<file path="src/rtl/fpm_dram_ctrl.sv">
`timescale 1ns/1ps
module fpm_dram_ctrl #(
  parameter int CLK_NS      = 10,
  parameter int ROW_W       = 12,
  parameter int COL_W       = 10,
  parameter int DQ_W        = 4,
  parameter int INIT_US     = 200,
  parameter int WAKE_CYCLES = 8,
  parameter int REF_ROWS    = 4096,
  parameter int MAX_PEND    = 8,
  parameter int TRAC_NS     = 50,
  parameter int TCAC_NS     = 13,
  parameter int TAA_NS      = 25,
  parameter int TRAS_NS     = 50,
  parameter int TRC_NS      = 84,
  parameter int TRP_NS      = 30,
  parameter int TCP_NS      = 10
) (
  input  logic                   clk,
  input  logic                   rst_n,
  input  logic                   req,
  input  logic                   we,
  input  logic [ROW_W+COL_W-1:0] addr,
  input  logic [DQ_W-1:0]        wdata,
  output logic                   ready,
  output logic [DQ_W-1:0]        rdata,
  output logic                   rvalid,
  output logic                   dram_ras_n,
  output logic                   dram_cas_n,
  output logic                   dram_we_n,
  output logic                   dram_oe_n,
  output logic [ROW_W-1:0]       dram_a,
  output logic [DQ_W-1:0]        dq_out,
  output logic                   dq_oe,
  input  logic [DQ_W-1:0]        dq_in
);
  localparam int AW       = ROW_W + COL_W;
  localparam int COLA_T   = (TCP_NS + CLK_NS - 1) / CLK_NS;
  localparam int COLA_CYC = (COLA_T < 1) ? 1 : COLA_T;
  localparam int CAS_A    = TAA_NS / CLK_NS + 1 - COLA_CYC;
  localparam int CAS_C    = TCAC_NS / CLK_NS + 1;
  localparam int CAS_M    = (CAS_A > CAS_C) ? CAS_A : CAS_C;
  localparam int CAS_CYC  = (CAS_M < 1) ? 1 : CAS_M;
  localparam int ROW_T    = TRAC_NS / CLK_NS + 1 - COLA_CYC - CAS_CYC;
  localparam int ROW_CYC  = (ROW_T < 1) ? 1 : ROW_T;
  localparam int RP_T     = (TRP_NS + CLK_NS - 1) / CLK_NS;
  localparam int RP_CYC   = (RP_T < 1) ? 1 : RP_T;
  localparam int RAS_A    = (TRAS_NS + CLK_NS - 1) / CLK_NS;
  localparam int RAS_B    = (TRC_NS + CLK_NS - 1) / CLK_NS - RP_CYC;
  localparam int RAS_M    = (RAS_A > RAS_B) ? RAS_A : RAS_B;
  localparam int RAS_CYC  = (RAS_M < 2) ? 2 : RAS_M;
  localparam int INIT_CYC = INIT_US * 1000 / CLK_NS;
  localparam int REF_MS   = (REF_ROWS >= 4096) ? 64 : 32;
  localparam int REF_CYC  = REF_MS * 1000000 / (REF_ROWS * CLK_NS);
  localparam int TW       = $clog2(INIT_CYC + RAS_CYC + 64);
  localparam int RCW      = $clog2(RAS_CYC + 1);
  localparam int RFW      = $clog2(REF_CYC + 1);
  localparam int PW       = $clog2(MAX_PEND + 1);
  localparam int WW       = $clog2(WAKE_CYCLES + 1);

  typedef enum logic [3:0] {
    S_PWR, S_IDLE, S_ACT, S_COLA, S_CAS, S_PAGE, S_CLOSE, S_PRE, S_REFC, S_REFR
  } st_t;

  st_t              st, nx;
  logic [TW-1:0]    tmr;
  logic [RCW-1:0]   ras_cnt;
  logic [RFW-1:0]   ref_tmr;
  logic [PW-1:0]    pend;
  logic [WW-1:0]    wake;
  logic             initd, op_pend, op_we;
  logic [ROW_W-1:0] op_row;
  logic [COL_W-1:0] op_col;
  logic [DQ_W-1:0]  op_wd;
  logic             ref_due, accept, row_hit, ras_ok, col_ph, cas_end, ref_end, tick;

  assign ref_due = pend != '0;
  assign ready   = initd && (st == S_IDLE || st == S_PAGE) && !ref_due;
  assign accept  = req && ready;
  assign row_hit = addr[AW-1:COL_W] == op_row;
  assign ras_ok  = ras_cnt >= RCW'(RAS_CYC - 1);
  assign col_ph  = st == S_COLA || st == S_CAS;
  assign cas_end = st == S_CAS && nx == S_PAGE;
  assign ref_end = st == S_REFR && nx == S_PRE;
  assign tick    = initd && ref_tmr == RFW'(REF_CYC - 1);

  assign dram_ras_n = !(st == S_ACT || col_ph || st == S_PAGE || st == S_CLOSE || st == S_REFR);
  assign dram_cas_n = !(st == S_CAS || st == S_REFC || st == S_REFR);
  assign dram_we_n  = !(op_we && col_ph);
  assign dram_oe_n  = !(!op_we && col_ph);
  assign dq_oe      = op_we && col_ph;
  assign dq_out     = op_wd;
  assign dram_a     = col_ph ? ROW_W'(op_col) : op_row;

  always_comb begin
    nx = st;
    unique case (st)
      S_PWR:   if (tmr == TW'(INIT_CYC - 1)) nx = S_REFC;
      S_IDLE:  if (ref_due) nx = S_REFC; else if (accept) nx = S_ACT;
      S_ACT:   if (tmr == TW'(ROW_CYC - 1)) nx = S_COLA;
      S_COLA:  if (tmr == TW'(COLA_CYC - 1)) nx = S_CAS;
      S_CAS:   if (tmr == TW'(CAS_CYC - 1)) nx = S_PAGE;
      S_PAGE:  if (accept) nx = row_hit ? S_COLA : S_CLOSE;
               else if (ref_due) nx = S_CLOSE;
      S_CLOSE: if (ras_ok) nx = S_PRE;
      S_PRE:   if (tmr == TW'(RP_CYC - 1))
                 nx = (!initd || ref_due) ? S_REFC : (op_pend ? S_ACT : S_IDLE);
      S_REFC:  nx = S_REFR;
      S_REFR:  if (ras_ok) nx = S_PRE;
      default: nx = S_PWR;
    endcase
  end

  always_ff @(posedge clk or negedge rst_n) begin
    if (!rst_n) begin
      st <= S_PWR; tmr <= '0; ras_cnt <= '0; ref_tmr <= '0; pend <= '0; wake <= '0;
      initd <= 1'b0; op_pend <= 1'b0; op_we <= 1'b0; op_row <= '0; op_col <= '0;
      op_wd <= '0; rdata <= '0; rvalid <= 1'b0;
    end else begin
      st  <= nx;
      tmr <= (nx != st) ? '0 : tmr + 1'b1;
      if (dram_ras_n) ras_cnt <= '0;
      else if (!ras_ok) ras_cnt <= ras_cnt + 1'b1;
      if (accept) begin
        op_row  <= addr[AW-1:COL_W];
        op_col  <= addr[COL_W-1:0];
        op_we   <= we;
        op_wd   <= wdata;
        op_pend <= 1'b1;
      end else if (cas_end) op_pend <= 1'b0;
      rvalid <= cas_end && !op_we;
      if (cas_end && !op_we) rdata <= dq_in;
      if (ref_end && !initd) begin
        if (wake == WW'(WAKE_CYCLES - 1)) initd <= 1'b1;
        else wake <= wake + 1'b1;
      end
      if (initd) ref_tmr <= tick ? '0 : ref_tmr + 1'b1;
      if (tick && !(ref_end && initd) && pend != PW'(MAX_PEND)) pend <= pend + 1'b1;
      else if (!tick && ref_end && initd) pend <= pend - 1'b1;
    end
  end

  AST_RAS_MIN: assert property (@(posedge clk) disable iff (!rst_n)
    $rose(dram_ras_n) |-> $past(ras_cnt) == RCW'(RAS_CYC - 1));
  AST_CBR_ORDER: assert property (@(posedge clk) disable iff (!rst_n)
    $fell(dram_ras_n) && !dram_cas_n |-> $past(!dram_cas_n));
  AST_WR_DATA: assert property (@(posedge clk) disable iff (!rst_n)
    $fell(dram_cas_n) && !dram_ras_n && !dram_we_n |-> $past(dq_oe) && dq_oe);
  AST_RVALID_PULSE: assert property (@(posedge clk) disable iff (!rst_n)
    rvalid |=> !rvalid);
  AST_INIT_QUIET: assert property (@(posedge clk) disable iff (!rst_n)
    !initd |-> dram_we_n && dram_oe_n && !dq_oe);
  AST_PEND_MAX: assert property (@(posedge clk) disable iff (!rst_n)
    pend <= PW'(MAX_PEND));
endmodule

</file>
<file path="config.mk">
export PLATFORM = sky130hd
export DESIGN_NAME = fpm_dram_ctrl
export DESIGN_NICKNAME = d
export VERILOG_FILES = /design/src/rtl/fpm_dram_ctrl.sv
export SDC_FILE = /design/constraint.sdc
export NUM_CORES = 1
export LEC_CHECK = 0
export ABC_CLOCK_PERIOD_IN_PS = 3160
export BUFFER_PORTS_ARGS = -buffer_cell sky130_fd_sc_hd__buf_4
export CAP_MARGIN = 25
export CORE_ASPECT_RATIO = 1.4
export CORE_MARGIN = 10
export CORE_UTILIZATION = 50
export CTS_BUF_LIST = sky130_fd_sc_hd__clkbuf_4
export CTS_CLUSTER_DIAMETER = 120
export DETAILED_ROUTE_END_ITERATION = 12
export PLACE_DENSITY = 0.71
export RECOVER_POWER = 100
export SYNTH_ARGS = -nofsm -noshare
export SYNTH_HDL_FRONTEND = slang
export SYNTH_SLANG_ARGS = --single-unit
</file>
<file path="constraint.sdc">
create_clock -name clk -period 3.16 [get_ports clk]
set_input_delay 0.632 -clock clk [delete_from_list [all_inputs] [get_ports clk]]
set_output_delay 0.632 -clock clk [all_outputs]
set_load 0.1 [all_outputs]
</file>
==> impl.org, run 1 <==
** Global route
- Global-route wire length before repair :: 15800 microns
- Maximum number of pins on one net before global-route repair :: 76
- Overall fraction of global-route tracks in use :: 15.3%
- The number of antenna violations at the first check in global routing was 0.
- Global route overflow :: 0
- Via count of the first global-routing pass :: 3394

** Critical path
- Classification of the worst setup path :: flip-flop to output port
- Slowest cell on crit path :: sky130_fd_sc_hd__dfrtp_2
- Setup crit start kind :: flip-flop
- Of all nets on the critical path, the largest fanout is 13.
- Counting both buffers and inverters, the worst setup path holds a total of 2.
- Most used cell, CP :: sky130_fd_sc_hd__nor2_1
- For this run, the slowest stage of the critical path takes 530 ps.
- In this design, the largest share of critical-path delay is due to flip-flops.
- Kind of end point of the critical path :: output port
- STA puts the critical path data required time at 2530 ps.
- Critical Path AT :: 2290 ps
- Ordered cell list for the critical path :: nand2_1, nor2_1, a21oi_1, nor2_1, buf_4, mux2_2, clkbuf_4

** CTS
- Clock Pin Slew Worst Setup and Hold Paths :: 110 ps
- Clock tree from TritonCTS :: built
- The later pin in the worst-skew pair is clocked with a latency of 430 ps.
- In this run the post-CTS setup repair buffer count came out at 0.
- The number of hold buffers added after CTS was 0.
- Maximum clock path buffer count :: 2
- The clock drives 75 sinks.
- The tree is rooted in a sky130_fd_sc_hd__clkbuf_4.
- Number of H-tree levels :: 3
- Clock tree synthesis inserted a total of 9 buffers.

** STA
- The worst pin sits at a relative slew slack of -22.2%.
- Number of slew-limit violations in the final report :: 76
- Post-route fraction of the period consumed by the critical path :: 92.6%
- Setup repair after global routing missed its margin :: no
- Clock skew on the completed layout was measured at 11.8 ps.
- Shortest period the worst path allows :: 2930 ps
- The total count of hold-check failures in the final report came to 0.
- For the final routed database, the setup TNS stands at 0 ps.
- Transition time at the pin with the least slew margin :: 1830 ps
- Setup violations remaining at the end of the flow were counted as 0.
- Static timing analysis puts the maximum clock frequency at 342 MHz.

** Floorplan
- In this run the count of I/O pins placed on the die edge is 61.
- The die covers 0.0124 sq mm.
- The die is 128 microns tall.
- Effective utilization at floorplan :: 51.0%
- In this run the horizontal extent of the chip is 97.1 microns.
- Row generation in the floorplan step produced 39 rows.
- Area of the core region :: 0.00815 sq mm

** Synth
- Among all cell types in the netlist, the one instantiated most often is sky130_fd_sc_hd__nand2_1.
- In this run, synthesis inferred 0 flip-flops with an integrated enable.
- Largest area contributor in the netlist :: sky130_fd_sc_hd__dfrtp_1
- Cell area after synthesis :: 0.00416 sq mm
- Synth top area share :: 45.1%
- Cell types with the highest counts after synthesis :: sky130_fd_sc_hd__nand2_1, sky130_fd_sc_hd__dfrtp_1, sky130_fd_sc_hd__nor2_1, sky130_fd_sc_hd__xor2_1, sky130_fd_sc_hd__mux2_2
- Number of warning messages in the yosys log :: 0
- Predominant post-synthesis flop cell :: sky130_fd_sc_hd__dfrtp_1
- Of the synthesized area, sequential elements account for 45.1%.
- The number of different library cells used by synthesis comes to 58.
- Mapped Nets :: 482
- Async set-reset flop share out of synthesis :: 100%
- Synthesis inferred 75 register bits.
- Each instance of the synthesized netlist takes up on average 9.54 sq um.
- Post-Syn Instances :: 436
- Synth area leaders :: sky130_fd_sc_hd__dfrtp_1, sky130_fd_sc_hd__nand2_1, sky130_fd_sc_hd__xor2_1, sky130_fd_sc_hd__mux2_2, sky130_fd_sc_hd__ha_1

** Placed design
- Once detailed placement completed, the half-perimeter wirelength came to 6990 microns.
- During placement, the flow inserted port buffers numbering 60.
- Routability-driven placement finished with a final weighted congestion of 0.845.

** Pwr
- Static Leak :: 2.26 nW
- Overall power consumption after layout is estimated at 1.49 mW.
- Dividing total power by cell area gives a power density of 318 mW/mm^2.
- Largest voltage drop on the vdd net :: 0.000300 V

** Cells and area
- For this run, the post-layout net count is 543.
- The number of antenna diodes in the final layout is 0.
- Cells with a size suffix above 1 make up 20.0% of the layout.
- From synthesis to final layout, the design area changed by 12.9%.

** Status
- Result of the run :: complete, but fails checks
- The checks that failed: capacitance limit, slew limit.

** Routing
- The count of nets left with antenna violations once routing finished came out at 0.
- Dividing the detail-routed via count by the number of cells gives 5.42.
- The first routing iteration left 163 violations.
- DR pass1 iterations :: 4
- Total Wirelength :: 9340 microns
- For this block, the via count after detailed routing is 3267.
- DRC violation count after routing :: 0
- Routed length per instance :: 15.5 microns

** Worst hold path
- Hold Crit Class :: input port to flip-flop

** Job
- Max-capacitance violation count :: 1
timing repair:
action                                  4_1_cts  5_1_grt
endpoints found under the hold margin         0        0
endpoints found under the setup margin        0       10
gates resized for setup                       0        2
report_power, final:
| part | leakage, nW | internal [mW] | switching, mW | total, mW |
|---|---|---|---|---|
| sequential | 1.01 | 0.959 | 0 | 0.959 |
| clock | 0.0585 | 0.156 | 0.317 | 0.474 |
| combinational | 1.19 | 0.0299 | 0.0302 | 0.0601 |
| total | 2.26 | 1.15 | 0.348 | 1.49 |
logic make-up (layout without fill, tap and decap cells):
family / after synthesis / count (layout) / share of synthesized area, %
and+or+nand+nor: 226 / 226 / 28.0
DFF: 75 / 75 / 45.1
xor gates and xnor gates: 39 / 39 / 8.40
AOI/OAI and AO/OA: 36 / 36 / 6.38
buffers and inverters: 29 / 94 / 3.19
muxes: 19 / 19 / 5.12
adders and majority gates: 12 / 12 / 3.79
per-layer routing:
layer | GRT usage [%] | up-vias | part of all wire (%)
met1 | 16.7 | 1551 | 41
li1 | - | 1629 | -
met2 | 26.3 | 65 | 52
met4 | 8.96 | 0 | 3.1
met3 | 3.88 | 22 | 4.2
met5 | 0 | - | 0
final timing paths:
kind	endpoint	slack [ps]	start	cells after the start
worst max-delay path	dram_a[3]	230	st[0]	7
worst max register to register	tmr[4]	300	pend[1]	8
worst min register to register	op_col[5]	480	op_col[5]	2
min in group asynchronous	tmr[3]	770	rst_n	2
max in group asynchronous	st[1]	1160	rst_n	2
worst min-delay path	dq_out[3]	390	wdata[3]	3
area by class of cell:
cell class	instances	area, sq um
fillers	711	3450
multi-input cells	332	2090
flip-flops and latches	75	1880
repair buffers	68	454
well taps	102	128
clock buffers	10	75.1
inverters	11	45.0
clock inverters	5	21.3
worst reg2reg max path, delay by kind of cell, from the launching register on:
family,cells,cell delay (ps)
buf+inv,1,230
simple gates,5,1720
flops,1,460
compound gates,2,350
stage by stage:
step                area (sq um)  util (%)  instances  hold WS [ps]  worst slack (ps)
global placement            4700      57.7        587           444               513
detailed placement          4700      57.7        587           454               429
floorplan                   4160         -        436           336             -40.7
global route                4690      57.6        603           361              37.7
finish                      4690      57.6        603           387               233
CTS                         4800      58.9        602           344              67.9
cell usage in the layout (no fill, tap or decap), types with 7 or more instances in the layout:
master                     instances
sky130_fd_sc_hd__xor2_1           27
sky130_fd_sc_hd__inv_1            10
sky130_fd_sc_hd__clkbuf_1         11
sky130_fd_sc_hd__nor4_1            9
sky130_fd_sc_hd__nand2_1         108
sky130_fd_sc_hd__buf_4            47
sky130_fd_sc_hd__ha_1             11
sky130_fd_sc_hd__nor2_1           27
sky130_fd_sc_hd__xnor2_1          11
sky130_fd_sc_hd__clkbuf_4         14
sky130_fd_sc_hd__mux2_2           17
sky130_fd_sc_hd__and3_1            7
sky130_fd_sc_hd__nor3_1           16
sky130_fd_sc_hd__dfrtp_1          73
sky130_fd_sc_hd__a21oi_1           8
sky130_fd_sc_hd__nand4_1          13
sky130_fd_sc_hd__nand3_1          13
sequential cells by signal, summed over array words and instances, names as in the netlist:
register,count
tmr,15
op_row,12
ref_tmr,11
op_col,10
dq_out,4
pend,4
rdata,4
st,4
wake,4
ras_cnt,3
initd,1
op_pend,1
op_we,1
rvalid,1
No activity file was read; power rests on OpenSTA's default activity.
==> inputs of run 2 (changes only) <==
--- a/config.mk
+++ b/config.mk
@@ -18,2 +18,3 @@
 export RECOVER_POWER = 100
+export REMOVE_ABC_BUFFERS = 1
 export SYNTH_ARGS = -nofsm -noshare
==> constraint.sdc (replaced) <==
create_clock -name clk -period 3.16 [get_ports clk]
set_input_delay 0.474 -clock clk [delete_from_list [all_inputs] [get_ports clk]]
set_output_delay 0.474 -clock clk [all_outputs]
set_load 0.1 [all_outputs]
==> run 2 against run 1 <==
Against the previous run:
- sequential power hardly changed
- final cell count is 0.33% higher
- design area increased by 1.1%
- critical path depth did not move
- count of clock-buffer cells in the layout is the same
- largest cell class unchanged
- the flow still finishes with violations (capacitance limit, slew limit)
- worst hold slack got worse by 180 ps
- register-to-register slack lost 40 ps
- clock power is 26% higher
==> impl.org, run 2 (synthesis gave the netlist of run 1 again) <==
** CTS
- Root Buffer Master :: sky130_fd_sc_hd__clkbuf_4
- Clock Sinks :: 75 (unchanged)
- The H-tree depth is 3 (unchanged).
- The maximum root-to-sink buffer count was 2 (unchanged).
- The post-CTS clock slew at the launch and capture registers of the worst setup and hold paths is 130 ps (+20 ps).
- The clock insertion delay at the later pin of the skew report was 450 ps (+20 ps).
- TritonCTS built the clock tree.
- Inserted Clock Buffers :: 9 (unchanged)

** Placed design
- The instance area after placement was 0.00470 sq mm (about the same).
- The worst setup slack before clock tree synthesis is 250 ps (-179 ps).
- Port buffer count :: 60 (unchanged)
- The sum of net half-perimeters after detailed placement is 6850 microns (-2.0%).
- The number of cells in the design after placement is 586 (-0.17%).
- Final weighted congestion of routability-driven global placement :: 0.854 (+1.1%)

** Floorplan
- The die outline width was 97.1 microns (unchanged).
- The area of the die is 0.0124 sq mm (unchanged).
- Ports :: 61 (unchanged)
- Area of the core region :: 0.00815 sq mm (unchanged)
- Site Rows :: 39 (unchanged)
- Floorplan die height :: 128 microns (unchanged)
- The initial core utilization was 51.0% (unchanged).

** Status
- The final reports fail on capacitance limit, slew limit.
- Result of the run :: complete, but fails checks

** Routing
- DR pass1 iterations :: 4 (unchanged)
- Routed vias :: 3290 (+0.70%)
- Number of routed nets with antenna violations :: 0 (unchanged)
- Top routing layer in use :: met4
- The post-route met1 wirelength is 3970 microns (+4.1%).
- DRC violation count after routing :: 0 (unchanged)
- The detailed route wirelength on metal2 was 4870 microns (+0.43%).
- The overall routed net length came to 9390 microns (+0.47%).
- The routed wire length per instance was 15.5 microns (+0.14%).
- The detailed route wirelength on metal3 came to 351 microns (-9.5%).
- The number of DRC violations after detailed-routing iteration 0 was 129 (-21%).
- The vias per cell was 5.44 (+0.37%).

** Cells and area
- The top cell types in the final layout, fill and taps aside, are sky130_fd_sc_hd__nand2_1, sky130_fd_sc_hd__dfrtp_1, sky130_fd_sc_hd__buf_4.
- Final standard cell count with taps included and fillers excluded :: 605 (+0.33%)
- The largest registers in the layout are tmr x15, op_row x12, ref_tmr x11.
- The final design area excluding fillers was 0.00475 sq mm (+1.1%).
- The final core area utilization was 58.2% (+0.63 points).
- Fraction of final layout cells with drive strength greater than 1 :: 19.9% (-0.040 points)
- The final-layout fill cell count was 739 (+3.9%).
- Most common cell after layout, fill and taps aside :: sky130_fd_sc_hd__nand2_1
- Area overhead of the layout relative to synthesis :: 14.1%
- The flip-flop count of the largest register, all copies and words added is 15 (unchanged).
- The layout net count was 543 (unchanged).
- tmr holds more flip-flops than any other register.

** Job
- The max capacitance violation total is 1 (unchanged).

** STA
- Final hold slack :: 209 ps (-178 ps)
- The transition at the pin with the smallest max-transition slack came to 1570 ps (-264 ps).
- The setup-violating endpoint count in the final report came to 0 (unchanged).
- Worst clock skew on the final layout :: 16.0 ps (+4.19 ps)
- Post-route fraction of the period consumed by the critical path :: 93.8% (+1.1 points)
- The maximum clock rate came to 338 MHz (-1.2%).
- The minimum clock period after layout came to 2960 ps (+36.2 ps).
- The final critical-path setup slack is 197 ps (-36.2 ps).
- Worst slew margin relative to its limit :: -4.59% (+18 points)
- Final sum of negative setup slack :: 0 ps (unchanged)
- Count of endpoints failing hold in the final timing report :: 0 (unchanged)
- The number of max-slew violations in the final report was 64 (-16%).
- Setup repair after global routing missed its margin :: no

** Global route
- Overall fraction of global-route tracks in use :: 15.3% (+0.037 points)
- Global route overflow :: 0 (unchanged)
- The wire length of the first global-routing pass is 16100 microns (+1.4%).
- Via count of the first global-routing pass :: 3401 (+0.21%)
- The maximum number of pins on one net before global-route repair was 76 (unchanged).
- Antenna violations before repair :: 1 (+1)

** Pwr
- The total power after layout is 1.62 mW (+8.3%).
- Cell internal power dissipation :: 1.24 mW (+8.2%)
- Share of total power consumed by net switching :: 23.4% (+0.072 points)
- Net load switching power :: 0.378 mW (+8.6%)
- Combinational share of power :: 3.8% (-0.2 points)
- The worst vdd rail ir drop is 0.000312 V (+3.9%).
- The sequential share of power is 59.4% (-4.9 points).
- Clock group share of total power :: 36.9% (+5.2 points)
- The total leakage power is 2.28 nW (+0.82%).
- The cell area power density was 341 mW/mm^2 (+7.1%).

** Critical path
- Kind of end point of the critical path :: output port
- The largest driver fanout on the critical path was 16 (+3).
- The worst path required time is 2690 ps (+160 ps).
- STA classifies the critical path startpoint as a flip-flop.
- Critical Path AT :: 2490 ps (+200 ps)
- Classification of the worst setup path :: flip-flop to output port

** Worst hold path
- The tightest min-delay check is of the input port to flip-flop type.
run 2: changes by cell type in the layout (fill, tap and decap cells not counted), moves of 2 or more:
cell,change
sky130_fd_sc_hd__buf_4,-10
sky130_fd_sc_hd__clkbuf_4,+6
sky130_fd_sc_hd__clkinv_1,-3
sky130_fd_sc_hd__clkinvlp_4,+2
sky130_fd_sc_hd__dfrtp_1,+2
sky130_fd_sc_hd__dfrtp_2,-2
sky130_fd_sc_hd__nor4_1,-2
sky130_fd_sc_hd__nor4_2,+2
run 2: cell type report:
type | count | area [sq um] | area share (%)
antenna | 1 | 2.50 | 0.0527
clock inverter | 6 | 66.3 | 1.40
multi-input combinational | 332 | 2090 | 44.1
tap | 102 | 128 | 2.69
clock buffer | 10 | 75.1 | 1.58
timing repair buffer | 68 | 463 | 9.75
inverter | 11 | 41.3 | 0.870
sequential | 75 | 1880 | 39.5
run 2: repair_timing:
item	in CTS	in global routing
resized for setup	0	1
endpoints found under the setup margin	0	1
hold endpoints to repair	0	12
setup buffers	0	0
hold buffers	0	1
run 2: path summary, 6_finish.rpt:
check	slack, ps	cells after the start	startpoint	endpoint
worst max-delay path	200	7	st[1]	dram_a[8]
worst max register to register	260	8	st[0]	tmr[9]
worst min register to register	480	2	dq_out[0]	dq_out[0]
min in group asynchronous	570	2	rst_n	wake[3]
worst min-delay path	210	3	addr[7]	op_col[7]
max in group asynchronous	620	3	rst_n	dq_out[3]
run 2: routing by layer:
metal  global-route usage [%]  vias up
met3                     4.58       14
met5                        0        -
met4                     6.09        0
li1                         -     1625
met2                     25.9       58
met1                     17.8     1593
run 2: critical path, stage by stage (launching register included):
cell                       delay (ps)
sky130_fd_sc_hd__dfrtp_1          640
sky130_fd_sc_hd__nand2_1          200
sky130_fd_sc_hd__nor2_1           140
sky130_fd_sc_hd__a21oi_1           60
sky130_fd_sc_hd__nor2_1           110
sky130_fd_sc_hd__buf_4            220
sky130_fd_sc_hd__mux2_2           370
sky130_fd_sc_hd__clkbuf_4         280
run 2: power by group through the flow:
stage	registers (mW)	logic (mW)	clock network (mW)
after floorplan	0.978	0.00595	0
after global placement	0.978	0.0608	0
after detailed placement	0.978	0.0615	0
after CTS	0.960	0.0616	0.614
after global routing	0.960	0.0676	0.666
final	0.959	0.0609	0.596
